$ cat config.mk
export PLATFORM = sky130hd
export DESIGN_NAME = gpio_irq_agg
export DESIGN_NICKNAME = d
export VERILOG_FILES = /design/src/rtl/gpio_irq_pkg.sv /design/src/rtl/gpio_pin_cell.sv /design/src/rtl/gpio_irq_regs.sv /design/src/rtl/gpio_irq_gate.sv /design/src/rtl/gpio_irq_agg.sv
export SDC_FILE = /design/constraint.sdc
export NUM_CORES = 1
export LEC_CHECK = 0
export BUFFER_PORTS_ARGS = -buffer_cell sky130_fd_sc_hd__buf_2
export CAP_MARGIN = 10
export CORE_MARGIN = 1.5
export CORE_UTILIZATION = 50
export DETAILED_ROUTE_END_ITERATION = 7
export PLACE_DENSITY = 0.75
export SLEW_MARGIN = 10
export SYNTH_ARGS = -nofsm -noshare
export SYNTH_HDL_FRONTEND = slang
export SYNTH_HIERARCHICAL = 1
export SYNTH_SLANG_ARGS = --single-unit
$ cat constraint.sdc
create_clock -name clk -period 1.8 [get_ports clk]
set_clock_uncertainty 0.1 [all_clocks]
set_input_delay 0.09 -clock clk [delete_from_list [all_inputs] [get_ports clk]]
set_output_delay 0.09 -clock clk [all_outputs]
set_load 0.01 [all_outputs]
$ cat src/rtl/gpio_irq_pkg.sv
package gpio_irq_pkg;
  typedef enum logic [1:0] {
    TRIG_OFF    = 2'b00,
    TRIG_RISE   = 2'b01,
    TRIG_FALL   = 2'b10,
    TRIG_CHANGE = 2'b11
  } trig_e;

  localparam logic [1:0] REG_ENABLE = 2'd0;
  localparam logic [1:0] REG_TYPE_LO = 2'd1;
  localparam logic [1:0] REG_TYPE_HI = 2'd2;
  localparam logic [1:0] REG_PENDING = 2'd3;
endpackage

$ cat src/rtl/gpio_pin_cell.sv
module gpio_pin_cell
  import gpio_irq_pkg::*;
(
  input  logic  clk,
  input  logic  rst_n,
  input  logic  pin_i,
  input  logic  en_i,
  input  trig_e trig_i,
  input  logic  clr_i,
  input  logic  snap_i,
  output logic  sync_o,
  output logic  out_o
);
  logic stage_a, stage_b, prev_q, flag_q, ref_q;
  logic edge_hit;

  always_ff @(posedge clk) begin
    if (!rst_n) begin
      stage_a <= 1'b0;
      stage_b <= 1'b0;
      prev_q  <= 1'b0;
    end else begin
      stage_a <= pin_i;
      stage_b <= stage_a;
      prev_q  <= stage_b;
    end
  end

  always_comb begin
    edge_hit = en_i && (((trig_i == TRIG_RISE) && stage_b && !prev_q) ||
                        ((trig_i == TRIG_FALL) && !stage_b && prev_q));
  end

  always_ff @(posedge clk) begin
    if (!rst_n) flag_q <= 1'b0;
    else if (edge_hit) flag_q <= 1'b1;
    else if (clr_i) flag_q <= 1'b0;
  end

  always_ff @(posedge clk) begin
    if (!rst_n) ref_q <= 1'b0;
    else if (snap_i) ref_q <= stage_b;
  end

  assign sync_o = stage_b;
  assign out_o  = en_i && ((trig_i == TRIG_CHANGE) ? (stage_b ^ ref_q)
                                                    : ((trig_i != TRIG_OFF) && flag_q));

  AST_FLAG_HAS_CAUSE: assert property (@(posedge clk) disable iff (!rst_n)
    $rose(flag_q) |-> $past(en_i && ((trig_i == TRIG_RISE) || (trig_i == TRIG_FALL))))
    else $error("flag set without an enabled edge trigger");
  AST_CLEAR_DROPS_FLAG: assert property (@(posedge clk) disable iff (!rst_n)
    (clr_i && !edge_hit) |=> !flag_q)
    else $error("clear did not drop flag");
  AST_SNAP_MATCHES: assert property (@(posedge clk) disable iff (!rst_n)
    (snap_i && $stable(stage_b)) |=> !(stage_b ^ ref_q) || !$stable(stage_b))
    else $error("reference not captured on port read");
endmodule

$ cat src/rtl/gpio_irq_regs.sv
module gpio_irq_regs
  import gpio_irq_pkg::*;
#(
  parameter int NUM_PORTS     = 6,
  parameter int PINS_PER_PORT = 8,
  parameter int PW            = $clog2(NUM_PORTS + 1),
  localparam int NPINS        = NUM_PORTS * PINS_PER_PORT,
  localparam int AW           = PW + 2
) (
  input  logic                     clk,
  input  logic                     rst_n,
  input  logic                     wr_en,
  input  logic [AW-1:0]            addr,
  input  logic [PINS_PER_PORT-1:0] wdata,
  input  logic [NPINS-1:0]         pend_i,
  output logic [PINS_PER_PORT-1:0] rdata,
  output logic [NPINS-1:0]         en_o,
  output logic [NPINS-1:0]         tlo_o,
  output logic [NPINS-1:0]         thi_o,
  output logic [NPINS-1:0]         clr_o,
  output logic                     grp_mask_o,
  output logic                     glb_en_o
);
  logic [PW-1:0] port_f;
  logic [1:0]    sel_f;
  assign port_f = addr[AW-1:2];
  assign sel_f  = addr[1:0];

  for (genvar p = 0; p < NUM_PORTS; p++) begin : g_port
    localparam logic [PW-1:0] PIDX = PW'(p);
    logic hit;
    assign hit = wr_en && (port_f == PIDX);
    always_ff @(posedge clk) begin
      if (!rst_n) begin
        en_o [p*PINS_PER_PORT +: PINS_PER_PORT] <= '0;
        tlo_o[p*PINS_PER_PORT +: PINS_PER_PORT] <= '0;
        thi_o[p*PINS_PER_PORT +: PINS_PER_PORT] <= '0;
      end else if (hit) begin
        if (sel_f == REG_ENABLE)  en_o [p*PINS_PER_PORT +: PINS_PER_PORT] <= wdata;
        if (sel_f == REG_TYPE_LO) tlo_o[p*PINS_PER_PORT +: PINS_PER_PORT] <= wdata;
        if (sel_f == REG_TYPE_HI) thi_o[p*PINS_PER_PORT +: PINS_PER_PORT] <= wdata;
      end
    end
    assign clr_o[p*PINS_PER_PORT +: PINS_PER_PORT] =
      (hit && sel_f == REG_PENDING) ? wdata : '0;
  end

  always_ff @(posedge clk) begin
    if (!rst_n) begin
      grp_mask_o <= 1'b0;
      glb_en_o   <= 1'b0;
    end else if (wr_en && port_f == PW'(NUM_PORTS) && sel_f == REG_ENABLE) begin
      grp_mask_o <= wdata[0];
      glb_en_o   <= wdata[1];
    end
  end

  always_comb begin
    rdata = '0;
    for (int p = 0; p < NUM_PORTS; p++) begin
      if (port_f == PW'(p)) begin
        case (sel_f)
          REG_ENABLE:  rdata = en_o  [p*PINS_PER_PORT +: PINS_PER_PORT];
          REG_TYPE_LO: rdata = tlo_o [p*PINS_PER_PORT +: PINS_PER_PORT];
          REG_TYPE_HI: rdata = thi_o [p*PINS_PER_PORT +: PINS_PER_PORT];
          default:     rdata = pend_i[p*PINS_PER_PORT +: PINS_PER_PORT];
        endcase
      end
    end
    if (port_f == PW'(NUM_PORTS) && sel_f == REG_ENABLE) begin
      rdata[0] = grp_mask_o;
      rdata[1] = glb_en_o;
    end
  end
endmodule

$ cat src/rtl/gpio_irq_gate.sv
module gpio_irq_gate #(
  parameter int NSRC = 48
) (
  input  logic            clk,
  input  logic            rst_n,
  input  logic [NSRC-1:0] src_i,
  input  logic            grp_mask_i,
  input  logic            glb_en_i,
  input  logic            ack_i,
  output logic            irq_o
);
  logic any_src, any_q, set_req;

  assign any_src = |src_i;
  assign set_req = any_src && !any_q && grp_mask_i && glb_en_i;

  always_ff @(posedge clk) begin
    if (!rst_n) begin
      any_q <= 1'b0;
      irq_o <= 1'b0;
    end else begin
      any_q <= any_src;
      if (set_req) irq_o <= 1'b1;
      else if (ack_i) irq_o <= 1'b0;
    end
  end

  AST_RISE_NEEDS_SOURCE: assert property (@(posedge clk) disable iff (!rst_n)
    $rose(irq_o) |-> $past(src_i != '0))
    else $error("request without a source");
  AST_RISE_NEEDS_ENABLES: assert property (@(posedge clk) disable iff (!rst_n)
    $rose(irq_o) |-> $past(grp_mask_i && glb_en_i))
    else $error("request while masked");
  AST_FALL_NEEDS_ACK: assert property (@(posedge clk) disable iff (!rst_n)
    $fell(irq_o) |-> $past(ack_i))
    else $error("request dropped without acknowledge");
endmodule

$ cat src/rtl/gpio_irq_agg.sv
module gpio_irq_agg
  import gpio_irq_pkg::*;
#(
  parameter int NUM_PORTS     = 6,
  parameter int PINS_PER_PORT = 8,
  localparam int PW           = $clog2(NUM_PORTS + 1),
  localparam int AW           = PW + 2,
  localparam int NPINS        = NUM_PORTS * PINS_PER_PORT
) (
  input  logic                     clk,
  input  logic                     rst_n,
  input  logic [NPINS-1:0]         pins_i,
  input  logic                     reg_wr_en,
  input  logic [AW-1:0]            reg_addr,
  input  logic [PINS_PER_PORT-1:0] reg_wdata,
  output logic [PINS_PER_PORT-1:0] reg_rdata,
  input  logic                     port_rd_en,
  input  logic [PW-1:0]            port_rd_sel,
  output logic [PINS_PER_PORT-1:0] port_rd_data,
  input  logic                     irq_ack,
  output logic                     irq_o
);
  logic [NPINS-1:0] en_v, tlo_v, thi_v, clr_v, pend_v, sync_v, snap_v;
  logic grp_mask, glb_en;

  gpio_irq_regs #(.NUM_PORTS(NUM_PORTS), .PINS_PER_PORT(PINS_PER_PORT), .PW(PW)) u_regs (
    .clk(clk), .rst_n(rst_n), .wr_en(reg_wr_en), .addr(reg_addr), .wdata(reg_wdata),
    .pend_i(pend_v), .rdata(reg_rdata), .en_o(en_v), .tlo_o(tlo_v), .thi_o(thi_v),
    .clr_o(clr_v), .grp_mask_o(grp_mask), .glb_en_o(glb_en)
  );

  for (genvar i = 0; i < NPINS; i++) begin : g_pin
    localparam logic [PW-1:0] OWNER = PW'(i / PINS_PER_PORT);
    assign snap_v[i] = port_rd_en && (port_rd_sel == OWNER);
    gpio_pin_cell u_cell (
      .clk(clk), .rst_n(rst_n), .pin_i(pins_i[i]), .en_i(en_v[i]),
      .trig_i(trig_e'({thi_v[i], tlo_v[i]})), .clr_i(clr_v[i]), .snap_i(snap_v[i]),
      .sync_o(sync_v[i]), .out_o(pend_v[i])
    );
  end

  always_comb begin
    port_rd_data = '0;
    for (int p = 0; p < NUM_PORTS; p++)
      if (port_rd_sel == PW'(p)) port_rd_data = sync_v[p*PINS_PER_PORT +: PINS_PER_PORT];
  end

  gpio_irq_gate #(.NSRC(NPINS)) u_gate (
    .clk(clk), .rst_n(rst_n), .src_i(pend_v), .grp_mask_i(grp_mask),
    .glb_en_i(glb_en), .ack_i(irq_ack), .irq_o(irq_o)
  );

  AST_DISABLED_PIN_QUIET: assert property (@(posedge clk) disable iff (!rst_n)
    (en_v == '0) |-> (pend_v == '0))
    else $error("pending output from disabled pins");
endmodule

Word-level counts from Yosys, hierarchy flattened
Index checks and enable logic that the tools add are counted.
{"block": "classes", "n_reduce_logical": 624, "n_eq_ne": 158, "n_bitwise": 48, "mux": 171}
{"operator": "$logic_and 1x1->1", "n": 360}
{"operator": "$eq 2x2->1 const B", "n": 98}
{"operator": "$reduce_bool 2->1", "n": 97}
{"operator": "$mux 1", "n": 146}
{"operator": "$mux 8", "n": 18}
{"operator": "$pmux 8 s3", "n": 6}
{"operator": "$eq 2x1->1 const B", "n": 49}
{"operator": "$logic_not 1->1", "n": 97}
{"operator": "$logic_or 1x1->1", "n": 48}
{"operator": "$reduce_or 48->1", "n": 1}
{"operator": "$xor 1x1->1", "n": 48}
{"operator": "$reduce_and 2->1", "n": 18}
{"operator": "$eq 3x3->1 const B", "n": 5}
{"operator": "$eq 3x2->1 const B", "n": 4}
{"operator": "$eq 3x1->1 const B", "n": 2}
{"operator": "$logic_not 3->1", "n": 2}
{"operator": "$logic_not 2->1", "n": 1}
{"operator": "$mux 2", "n": 1}
{"block": "word_totals", "register_bits": 388}

Logic depth before layout (Yosys ltp)
Gate-level depths: netlist (run 1).
{"block": "logic_depth", "word_depth": 12, "depth_mapped": 8}

Hierarchy
Netlist (run 1), hierarchy kept.
{"module": "gpio_pin_cell", "n_inst": 48, "area_each_um2": 211.5, "cells_each": 21}
{"module": "gpio_irq_regs", "n_inst": 1, "area_each_um2": 7764.9, "cells_each": 755}
{"module": "gpio_irq_agg", "n_inst": 1, "area_each_um2": 521.8, "cells_each": 56}
{"module": "gpio_irq_gate", "n_inst": 1, "area_each_um2": 173.9, "cells_each": 24}

Worst setup path before layout (run 1)
No wires, ideal clock.
{"block": "synth_path", "path_kind": "register to output", "startpoint": "register g_pin[27].u_cell.stage_b", "endpoint": "output port reg_rdata[3]", "n_path_buf": 0, "stages_incl_launch_ff": 8, "arrival_time_ps": 1750, "path_slack_ps": -140, "cell_sequence": "dfxtp_1 -> xnor2_1 -> a21oi_1 -> a41o_2 -> mux4_2 -> mux2_2 -> a22oi_1 -> o21ai_1"}
{"block": "synth_via", "elab_chain_len": 7}
{"item": "from (decl)", "line": "gpio_pin_cell.sv:14", "text": "logic stage_a, stage_b, prev_q, flag_q, ref_q;"}
{"item": "from (signal assigned)", "line": "gpio_pin_cell.sv:24", "text": "stage_b <= stage_a;"}
{"item": "$xor 1x1->1", "line": "gpio_pin_cell.sv:46", "text": "assign out_o = en_i && ((trig_i == TRIG_CHANGE) ? (stage_b ^ ref_q)"}
{"item": "$mux 1", "line": "gpio_pin_cell.sv:46"}
{"item": "$logic_and 1x1->1", "line": "gpio_pin_cell.sv:46"}
{"item": "via pend_v[27]", "line": "gpio_irq_agg.sv:23", "text": "logic [NPINS-1:0] en_v, tlo_v, thi_v, clr_v, pend_v, sync_v, snap_v;"}
{"item": "$pmux 8 s3", "line": "gpio_irq_regs.sv:62", "text": "case (sel_f)"}
{"item": "$mux 8 (3 in series)", "line": "gpio_irq_regs.sv:61", "text": "if (port_f == PW'(p)) begin"}
{"item": "to (decl)", "line": "gpio_irq_agg.sv:16", "text": "output logic [PINS_PER_PORT-1:0] reg_rdata,"}
The timed path passes the listed nets, and every way through them passes these cells.

Worst setup path after layout (run 1)
{"block": "layout_path", "startpoint": "register u_regs.tlo_o[20]", "endpoint": "output port reg_rdata[4]"}
{"block": "layout_via", "elab_chain_len": 9, "elab_cells_between_ends": 10, "classes_between": "eq/ne (1); mux (6); reduce/logical (3)"}
{"item": "from (decl)", "line": "gpio_irq_regs.sv:18", "text": "output logic [NPINS-1:0] tlo_o,"}
{"item": "from (signal, indexed assignment)", "line": "gpio_irq_regs.sv:40", "text": "if (sel_f == REG_TYPE_LO) tlo_o[p*PINS_PER_PORT +: PINS_PER_PORT] <= wdata;"}
{"item": "$reduce_bool 2->1", "line": "gpio_pin_cell.sv:47", "text": ": ((trig_i != TRIG_OFF) && flag_q));"}
{"item": "$logic_and 1x1->1", "line": "gpio_pin_cell.sv:47"}
{"item": "$mux 1 (*)", "line": "gpio_pin_cell.sv:46"}
{"item": "$logic_and 1x1->1 (*)", "line": "gpio_pin_cell.sv:46"}
{"item": "via pend_v[20]", "line": "gpio_irq_agg.sv:23"}
{"item": "$pmux 8 s3 (*)", "line": "gpio_irq_regs.sv:62"}
{"item": "$mux 8 (*) (4 in series)", "line": "gpio_irq_regs.sv:61"}
The timed path passes the listed nets; every way through them passes the cells marked *.

==> run metrics, run 1 <==
Core Region=0.0366 mm²; Antenna diodes=0; row count=70; Synth Instances=1,843; FF+latch area=0.00784 mm²; HP Class=in -> reg; Area growth syn-to-layout=37.9%; met3 Use GR=under 10%; sequential fraction of the synthesis area=41.7%; Post-Synth Adder-Cell Area=0%; fin. max-slew vios=0; GRT Util Overall=between 20% and 30%; RSZ-0062 raised after global routing=true; CTS Buf Count=43; fin crit period=2790 ps; CTS tree=yes; final setup margin=-994 ps; Simple-Gate Fraction of Synth Area=24.1%; fin nets=2,486; Reg2Reg Depth=9; reg-to-reg startpoint=u_regs/tlo_o[35]; leakage=10.5 nW; Yosys Warn Count=6; critical path required time=1610 ps; distinct cell type count after synthesis=57; Slew HR=46.3%; final core utilization=70.1%; synthesized area=between 0.015 and 0.02 mm²; Compound-Gate Fraction of Synth Area=between 10% and 20%; I/O pin count=86; largest net degree at the start of global routing=97; maximum vdd drop=0.000772 V; Main synth FF type=dfxtp_1; routed vias=16,600; grt peak-use layer=met2; Max Root-Sink Buffers=3; post-synthesis mux area share=16.6%; hold_sp=reg_wdata[5]; FMAX=358 MHz; vias in the first global route=16,900; largest family of logic cells by synthesized area=simple AND/OR/NAND/NOR gates; Setup CP Type=reg -> out; Multi-input gate area=0.0107 mm²; CTS Sinks=388; Post-synth EDFFs=0; violated checks=negative setup slack; first-pass GRT wire length=89,300 µm; DP Wirelength=roughly 38,000 µm; net count after synthesis=between 1,500 and 2,000; initial core utilization=between 50% and 60%; Pre-antenna DRT Iters=5; CP startpoint kind=flip-flop; die area=0.0384 mm²; xor and xnor fraction of the mapped netlist area=2.26%; CTS H-tree lvls=2; DR DRC count=0; worst r2r dst=u_gate/irq_o; 1st-iter DRT viols=1,187; R2R setup slack=-470 ps; Clk Latency, worst-skew pair=560 ps; CP max FO=6; Die Wd=196 µm; Wirelength per Cell=19.4 µm; layout cell share with drive strength beyond 1=between 30% and 40%; antenna-violating nets left=0; final WL=56,600 µm; clock root cell=clkbuf_16; GRT overflow=0; met2 Use GR=49.4%; final hold violation count=0; routed vias/inst=5.68; Avg Inst Size Synth=~10 µm²; WHS Path Cells=3; ys async rst share=0%; Cell Pwr Density=between 700 and 800 mW/mm²; clk slew on worst S/H paths=roughly 60 ps; max cap viols=0; commonest non-fill, non-tap cells in the layout=buf_4 (408), dfxtp_1 (336), mux2i_1 (215); GR Layer Usage met1=35.7%; worst-margin pin slew=804 ps; GPL Wtd Cong=about 0.93; PortBufs=85; Post-Place Cell Area=0.0229 mm²; status=finished, violations left; Hold Path End=u_regs/en_o[37]; CP endpoint kind=output pin; Final Setup Violations=18; CP Data Arrival Time=between 2000 and 3000 ps; FILL cells=2,628; initial antenna violation count=0; Die Y=196 µm; commonest non-fill, non-tap cell in the layout=buf_4; Yosys reg bits=approximately 390; fin crit share=155%; post-route cell area=0.0257 mm²
==> layer usage <==
metal | wire length [µm] | up-vias
met2 | 26500 | 560
met1 | 23000 | 8055
met4 | 2980 | 0
met5 | 0 | -
met3 | 4150 | 181
li1 | - | 7775
==> critical path: stages (launching register included) <==
cell and delay, ps:
dfxtp_2 340, o211ai_1 160, a21oi_1 70, a41o_2 260
mux4_2 510, mux2_4 310, a22oi_2 150, o21ai_2 110
buf_2 150
==> where the power goes <==
part           switching, mW  total (mW)  leakage (nW)  internal [mW]
sequential            0.0961        8.85          3.18           8.75
combinational          0.841        1.65          6.64          0.814
clock                   3.56        8.69         0.689           5.14
==> state kept, by name (all words and copies together), names as in the netlist <==
register,count
g_pin.u_cell/flag_q,48
g_pin.u_cell/prev_q,48
g_pin.u_cell/ref_q,48
g_pin.u_cell/stage_a,48
g_pin.u_cell/sync_o,48
u_gate/any_q,1
u_gate/irq_o,1
u_regs/en_o,48
u_regs/glb_en_o,1
u_regs/grp_mask_o,1
u_regs/thi_o,48
u_regs/tlo_o,48
==> timing repair <==
item                       4_1_cts  5_1_grt
pin swaps                       40       32
hold endpoints to repair        98        0
setup endpoints to repair       18       18
setup buffers                    7       14
hold buffers                    65        0
cloned                           0        0
gates resized for setup        108       46
==> cells by family after synthesis <==
group	count (synthesis)
XOR/XNOR	48
AND/OR/NAND/NOR	703
AO/OA/AOI/OAI	314
flip-flops	388
multiplexers	266
buffers and inverters	124
==> cell type report <==
class                           instances  area share (%)
Tap cell                              468            2.28
Sequential cell                       388            30.6
Clock inverter                          8           0.327
Clock buffer                           69            5.12
Timing Repair Buffer                  603            19.1
Multi-Input combinational cell       1331            41.9
Inverter                               50           0.731
==> how the worst max path moves through the flow <==
| stage | startpoint | endpoint | slack, ps | depth (start not counted) |
|---|---|---|---|---|
| 2_1_floorplan | u_regs/tlo_o[27] | reg_rdata[3] | -100 | 7 |
| 3_3_place_gp | g_pin[35].u_cell/ref_q | reg_rdata[3] | -500 | 9 |
| 3_5_place_dp | g_pin[43].u_cell/ref_q | reg_rdata[3] | -560 | 9 |
| 4_1_cts | u_regs/tlo_o[20] | reg_rdata[4] | -970 | 8 |
| 5_1_grt | g_pin[7].u_cell/sync_o | reg_rdata[7] | -1050 | 9 |
| 6_report | u_regs/tlo_o[20] | reg_rdata[4] | -990 | 8 |
==> through the flow <==
stage	hold WS [ps]	TNS [ps]	setup slack, ps	std cells	power, mW
6_report	33.9	-9420	-994	2917	19.2
2_1_floorplan	106	-499	-104	1843	9.73
5_1_grt	28.4	-10530	-1050	2917	19.8
3_3_place_gp	195	-5230	-495	2759	10.4
4_1_cts	5.34	-9350	-971	2908	19.3
3_5_place_dp	198	-8100	-562	2759	10.5
==> cells in the mapped netlist, types with 8 or more instances <==
cell,count,share of area (%)
clkbuf_1,36,0.73
a21oi_1,54,1.5
o211ai_1,48,1.9
a41o_2,48,2.9
and2_2,48,1.9
dfxtp_1,388,42
nand3b_1,49,2.0
a21boi_0,18,0.73
nand2b_1,9,0.30
mux2i_1,229,12
nand3_1,20,0.54
a221oi_2,8,0.65
nand2_1,81,1.6
o21ai_1,50,1.3
and4bb_1,48,3.2
nor2b_1,186,6.3
and2_1,145,4.9
o21a_1,9,0.36
nor2_1,66,1.3
nor4_1,13,0.44
mux4_2,34,4.1
a31oi_1,50,1.7
xnor2_1,48,2.3
buf_2,24,0.65
inv_1,49,0.99
Power figures use the tool's default switching activity.
==> run 2: changes to the inputs <==
- SYNTH_HIERARCHICAL: 1 -> unset
==> run 2 against run 1 <==
Net effect:
- the run ends with design-rule violations, negative setup slack left
- maximum frequency increased by 3.8%
- non-clock buffer count decreased by 43
- synthesized area fell by 2.7%
- cell area decreased by 2.8%
- sequential share of layout area rose by 1.1 points
- worst setup slack improved by 100 ps
- via count increased by 7.1%
- largest cell class unchanged
==> run metrics, run 2 <==
status=finished, violations left; violated checks=design-rule violations, negative setup slack; layout cell share with drive strength beyond 1=31.8% (-3.7 points); Clk Latency, worst-skew pair=560 ps (about the same); Sw Share=24.2% (+0.83 points); CTS Sinks=388 (unchanged); commonest non-fill, non-tap cells in the layout=buf_4 (381), nand2_1 (327), dfxtp_1 (310); CP max FO=4 (-2); CP endpoint kind=output pin; Post-Place Cell Area=0.0220 mm² (-4.1%); synth top area cells=dfxtp_1 (43%), mux2i_1 (7.1%), nand2_1 (6.8%); commonest cells in the netlist=dfxtp_1 (388), nand2_1 (329), and2_1 (149), a21boi_0 (147), mux2i_1 (128); row count=69 (-1.4%); DP Worst Slack=-578 ps (-15.3 ps); sequential share of power=46.3% (+0.2 points); GRT overflow=0 (unchanged); CP Data Arrival Time=2500 ps (-100 ps); Main synth FF type=dfxtp_1; vias in the first global route=17,100 (+1.1%); CTS Buf Count=41 (-4.7%); sequential fraction of the synthesis area=42.9% (+1.1 points); critical path cell sequence=xnor2_2, o22ai_2, mux4_2, a22o_4, a2111oi_4, a31oi_1, buf_2; clk slew on worst S/H paths=70 ps (about the same); WHS Path Cells=2 (-1); max cap viols=0 (unchanged); GPL Wtd Cong=0.965 (+3.9%); fin crit share=149% (-5.7 points); CP startpoint kind=flip-flop; HP Class=in -> reg; routed vias/inst=5.95 (+4.7%); final WL=63,900 µm (+13%); worst-margin pin slew=923 ps (+119 ps); final setup margin=-890 ps (+103 ps); Switching Power=4.63 mW (+3.2%); top cell type's share of synthesized area=42.9% (+1.1 points); CTS H-tree lvls=2 (unchanged); distinct cell type count after synthesis=62 (+8.8%); I/O pin count=86 (unchanged); reg-to-reg startpoint=g_pin[45].u_cell.ref_q; post-route cell area=0.0249 mm² (-2.8%); 1st-iter DRT viols=1,914 (+61%); combinational power share=9.1% (+0.5 points); maximum vdd drop=0.000774 V (+0.23%); initial antenna violation count=5 (+5); FMAX=372 MHz (+3.8%); routed vias=17,800 (+7.1%); CP max stage cell=mux4_2; fin nets=2,561 (+3.0%); Yosys Warn Count=0 (-6); Synth Instances=1,998 (+8.4%); RSZ-0062 raised after global routing=true; fin crit period=2690 ps (-103 ps); Area growth syn-to-layout=37.7%; hold_sp=rst_n; Pre-antenna DRT Iters=8 (+3); leakage=9.10 nW (-13%); ys async rst share=0% (unchanged); FILL cells=2,492 (-5.2%); Wirelength per Cell=21.4 µm (+10%); antenna-violating nets left=0 (unchanged); final hold violation count=0 (unchanged); clock power share=44.6% (-0.7 points); clock root cell=clkbuf_16; fin. max-slew vios=0 (unchanged); Final Setup Violations=18 (unchanged); initial core utilization=50.8% (about the same); Slew HR=38.4% (-8.0 points); Post-synth EDFFs=0 (unchanged); commonest non-fill, non-tap cell in the layout=buf_4; die area=0.0374 mm² (-2.6%); DP Wirelength=43,200 µm (+12%); CTS tree=yes; Setup CP Type=reg -> out; net count after synthesis=2,067 (+8.1%); Cell Pwr Density=767 mW/mm² (+2.5%); first-pass GRT wire length=95,900 µm (+7.3%); Yosys reg bits=388 (unchanged); R2R setup slack=-310 ps (+160 ps); count leader, synth=dfxtp_1; largest net degree at the start of global routing=93 (-4.1%); critical path required time=1610 ps (about the same); highest cell delay on the worst timing path=490 ps (-20 ps); Pint=14.5 mW (-1.5%); GRT Util Overall=32.8% (+3.5 points); cell taking the most area after synthesis=dfxtp_1; Avg Inst Size Synth=9.07 µm² (-10%); Die Y=193 µm (-1.3%); Core Region=0.0357 mm² (-2.6%); synthesized area=0.0181 mm² (-2.7%); final core utilization=70.0% (-0.14 points); DR DRC count=10 (+10); Hold Path End=g_pin[13].u_cell.flag_q; worst r2r dst=u_gate.irq_o; Die Wd=193 µm (-1.3%); Max Root-Sink Buffers=3 (unchanged); PortBufs=85 (unchanged); Reg2Reg Depth=7 (-2)
==> run 2: per-stage QoR <==
| step | hold WS [ps] | total power [mW] | setup TNS [ps] | instances |
|---|---|---|---|---|
| after floorplan | 117 | 9.74 | -20.4 | 1998 |
| after global placement | 195 | 10.5 | -8880 | 2833 |
| after detailed placement | 198 | 10.5 | -10910 | 2833 |
| after CTS | 7.45 | 19.0 | -7590 | 2973 |
| after global routing | 33.4 | 19.6 | -8690 | 2984 |
| final | 13.8 | 19.1 | -8060 | 2985 |
==> run 2: routing by layer <==
metal  track usage (%)  vias to the layer above  wire [µm]
met1              42.1                     8491      25200
met5                 0                        -         13
met3              6.83                      256       6440
met4              17.1                        2       3530
li1                  -                     8008          -
met2              52.3                      995      28700
==> run 2: timing repair <==
item	in CTS	in global routing
pin swaps	58	39
setup endpoints to repair	18	18
buffers inserted	16	13
resized for setup	158	67
endpoints found under the hold margin	73	0
hold buffers	57	0
cloned	0	0
==> run 2: cells by family (layout without fill, tap and decap cells) <==
family | Yosys count | count (layout) | share of synthesized area, %
other | 0 | 2 | 0
buffers and inverters | 119 | 643 | 2.68
xor gates and xnor gates | 73 | 73 | 3.53
AOI/OAI and AO/OA | 354 | 354 | 13.1
muxes | 161 | 161 | 11.1
DFF | 388 | 388 | 42.9
and+or+nand+nor | 903 | 903 | 26.7
==> run 2: area by class of cell <==
type	count	area, µm²	area share, %
multi-input cells	1491	10600	42.6
diodes	2	5.00	0.0201
inverters	10	37.5	0.150
clock buffers	59	1200	4.83
flip-flops and latches	388	7900	31.7
well taps	461	577	2.31
clock inverters	14	134	0.537
repair buffers	560	4480	17.9
==> run 2: worst max path at each step <==
stage | startpoint | endpoint | slack, ps
final | u_regs.tlo_o[17] | reg_rdata[1] | -890
after global routing | u_regs.tlo_o[17] | reg_rdata[1] | -960
after CTS | g_pin[17].u_cell.ref_q | reg_rdata[1] | -910
after detailed placement | g_pin[15].u_cell.ref_q | u_gate.irq_o | -580
after global placement | g_pin[15].u_cell.ref_q | u_gate.irq_o | -540
after floorplan | g_pin[6].u_cell.sync_o | u_gate.irq_o | -20
==> run 2: worst max-delay path, delay by kind of cell, from the launching register on <==
family,cells,cell delay (ps)
flops,1,350
buf+inv,1,170
compound gates,4,770
mux,1,490
xor+xnor,1,170
==> run 2: power groups by stage <==
stage	Combinational, mW	Clock [mW]	Sequential [mW]
finish	1.73	8.53	8.86
CTS	1.64	8.55	8.85
floorplan	0.705	0	9.03
detailed placement	1.47	0	9.04
global placement	1.45	0	9.03
global route	1.80	8.96	8.87
==> run 3: changes to the inputs <==
- SETUP_SLACK_MARGIN: unset -> 0.05
==> run 3 against run 2 <==
Net effect:
- the run still ends with design-rule violations, negative setup slack left
- combinational power grew 2%
- flip-flop and latch count unchanged
- worst setup slack got worse by 42 ps
- critical endpoint unchanged
- largest power group is now clock
- highest routed layer unchanged
==> run metrics, run 3 (same netlist as run 2, synthesis figures left out) <==
CTS Sinks=388 (unchanged); critical path cell sequence=xnor2_2, o22ai_1, mux4_2, a22o_4, a2111oi_4, a31oi_1, buf_2; Total Power=19.7 mW (+2.8%); Setup TNS Final=-8270 ps (-213 ps); largest net degree at the start of global routing=71 (-24%); CTS Buf Count=41 (unchanged); violated checks=design-rule violations, negative setup slack; fin crit share=152% (+2.4 points); highest cell delay on the worst timing path=530 ps (+40 ps); antenna-violating nets left=0 (unchanged); worst-margin pin slew=783 ps (-140 ps); CTS H-tree lvls=2 (unchanged); Antenna diodes=0 (-2); status=finished, violations left; GRT Util Overall=33.5% (+0.71 points); critical path required time=1610 ps (about the same); RSZ-0062 raised after global routing=true; clock root cell=clkbuf_16; post-route cell area=0.0250 mm² (+0.16%); Post-Place Cell Area=0.0221 mm² (+0.58%); Slew HR=47.8% (+9.4 points); Die Wd=193 µm (unchanged); Wirelength per Cell=21.4 µm (+0.24%); routed vias/inst=5.95 (+0.10%); final setup margin=-933 ps (-42.4 ps); initial core utilization=50.8% (unchanged); CP endpoint kind=output pin; max cap viols=0 (unchanged); CTS tree=yes; CP Data Arrival Time=2540 ps (+40 ps); CP startpoint kind=flip-flop; final hold violation count=0 (unchanged); maximum vdd drop=0.000856 V (+11%); GRT overflow=0 (unchanged); die area=0.0374 mm² (unchanged); Finished Layout Cells=2,996 (+0.37%); dpl cells=2,840 (+0.25%); crit path buf inv count=1 (unchanged); commonest non-fill, non-tap cells in the layout=buf_4 (388), nand2_1 (328), dfxtp_1 (320); CP max FO=4 (unchanged); PortBufs=85 (unchanged); Die Y=193 µm (unchanged); Setup CP Type=reg -> out; Area growth syn-to-layout=37.9%; row count=69 (unchanged); 1st-iter DRT viols=1,977 (+3.3%); FILL cells=2,546 (+2.2%); leakage=9.18 nW (+0.89%); layout cell share with drive strength beyond 1=30.8% (-1.0 points); Pre-antenna DRT Iters=8 (unchanged); Core Region=0.0357 mm² (unchanged); vias in the first global route=17,500 (+2.5%); HP Class=in -> reg; final WL=64,200 µm (+0.61%); I/O pin count=86 (unchanged); DR DRC count=2 (-8); initial antenna violation count=1 (-4); Crit path max-delay family=compound AO/OA/AOI/OAI gates; fin nets=2,574 (+0.51%); Final Setup Violations=18 (unchanged); fin. max-slew vios=0 (unchanged); FMAX=366 MHz (-1.6%); Clk Latency, worst-skew pair=550 ps (about the same); DP Wirelength=43,900 µm (+1.8%); fin crit period=2730 ps (+42.4 ps); Min Hold Slack=31.9 ps (+18.1 ps); final core utilization=70.1% (+0.11 points); DP Worst Slack=-487 ps (+91.2 ps); clk slew on worst S/H paths=60 ps (about the same); Multi-input gate area=0.0104 mm² (-1.8%); Cell Pwr Density=787 mW/mm² (+2.6%); commonest non-fill, non-tap cell in the layout=buf_4; Max Root-Sink Buffers=3 (unchanged); routed vias=17,800 (+0.47%); GPL Wtd Cong=0.978 (+1.3%); FF+latch area=0.00787 mm² (-0.35%); first-pass GRT wire length=98,500 µm (+2.7%); CP max stage cell=mux4_2
[run 3: cell count changes in the layout (fill, tap and decap cells not counted), sizes merged]
| cell | before | now |
|---|---|---|
| buf | 502 | 514 |
| clkinv | 8 | 4 |
| bufinv | 2 | 5 |
| clkinvlp | 1 | 3 |
| diode | 2 | 0 |
| inv | 13 | 11 |
| clkbuf | 60 | 61 |
| dlygate4sd3 | 57 | 58 |
[run 3: layout make-up]
class | count | share of cell area, %
well taps | 461 | 2.31
inverters | 10 | 0.150
clock inverters | 13 | 0.806
multi-input cells | 1491 | 41.7
repair buffers | 573 | 18.6
clock buffers | 60 | 4.92
flip-flops and latches | 388 | 31.5
[run 3: where the power goes]
group          total (mW)  internal (mW)  switching, mW
sequential           8.86           8.75          0.114
combinational        1.77          0.833          0.936
clock                9.03           5.46           3.57
total                19.7           15.0           4.62
[run 3: what timing repair did]
action,4_1_cts,5_1_grt
hold buffers,58,0
pin swaps,45,26
resized for setup,141,36
endpoints found under the setup margin,18,18
setup buffers,21,8
cloned,0,0
hold endpoints to repair,76,0
[run 3: worst paths after layout]
path                                  from                      end  slack (ps)  depth (start not counted)
setup / recovery          u_regs.tlo_o[17]             reg_rdata[1]        -930                          7
hold / removal                       rst_n           u_regs.en_o[9]          30                          2
setup reg to reg    g_pin[14].u_cell.ref_q             u_gate.irq_o        -370                          6
hold reg to reg   g_pin[28].u_cell.stage_a  g_pin[28].u_cell.sync_o         330                          1
[run 3: per-layer routing]
layer,GRT usage [%],up-vias,part of all wire (%)
li1,-,8045,-
met3,5.74,211,9.3
met5,0,-,0.020
met2,54.7,960,46
met1,43.8,8618,40
met4,14.6,2,4.7
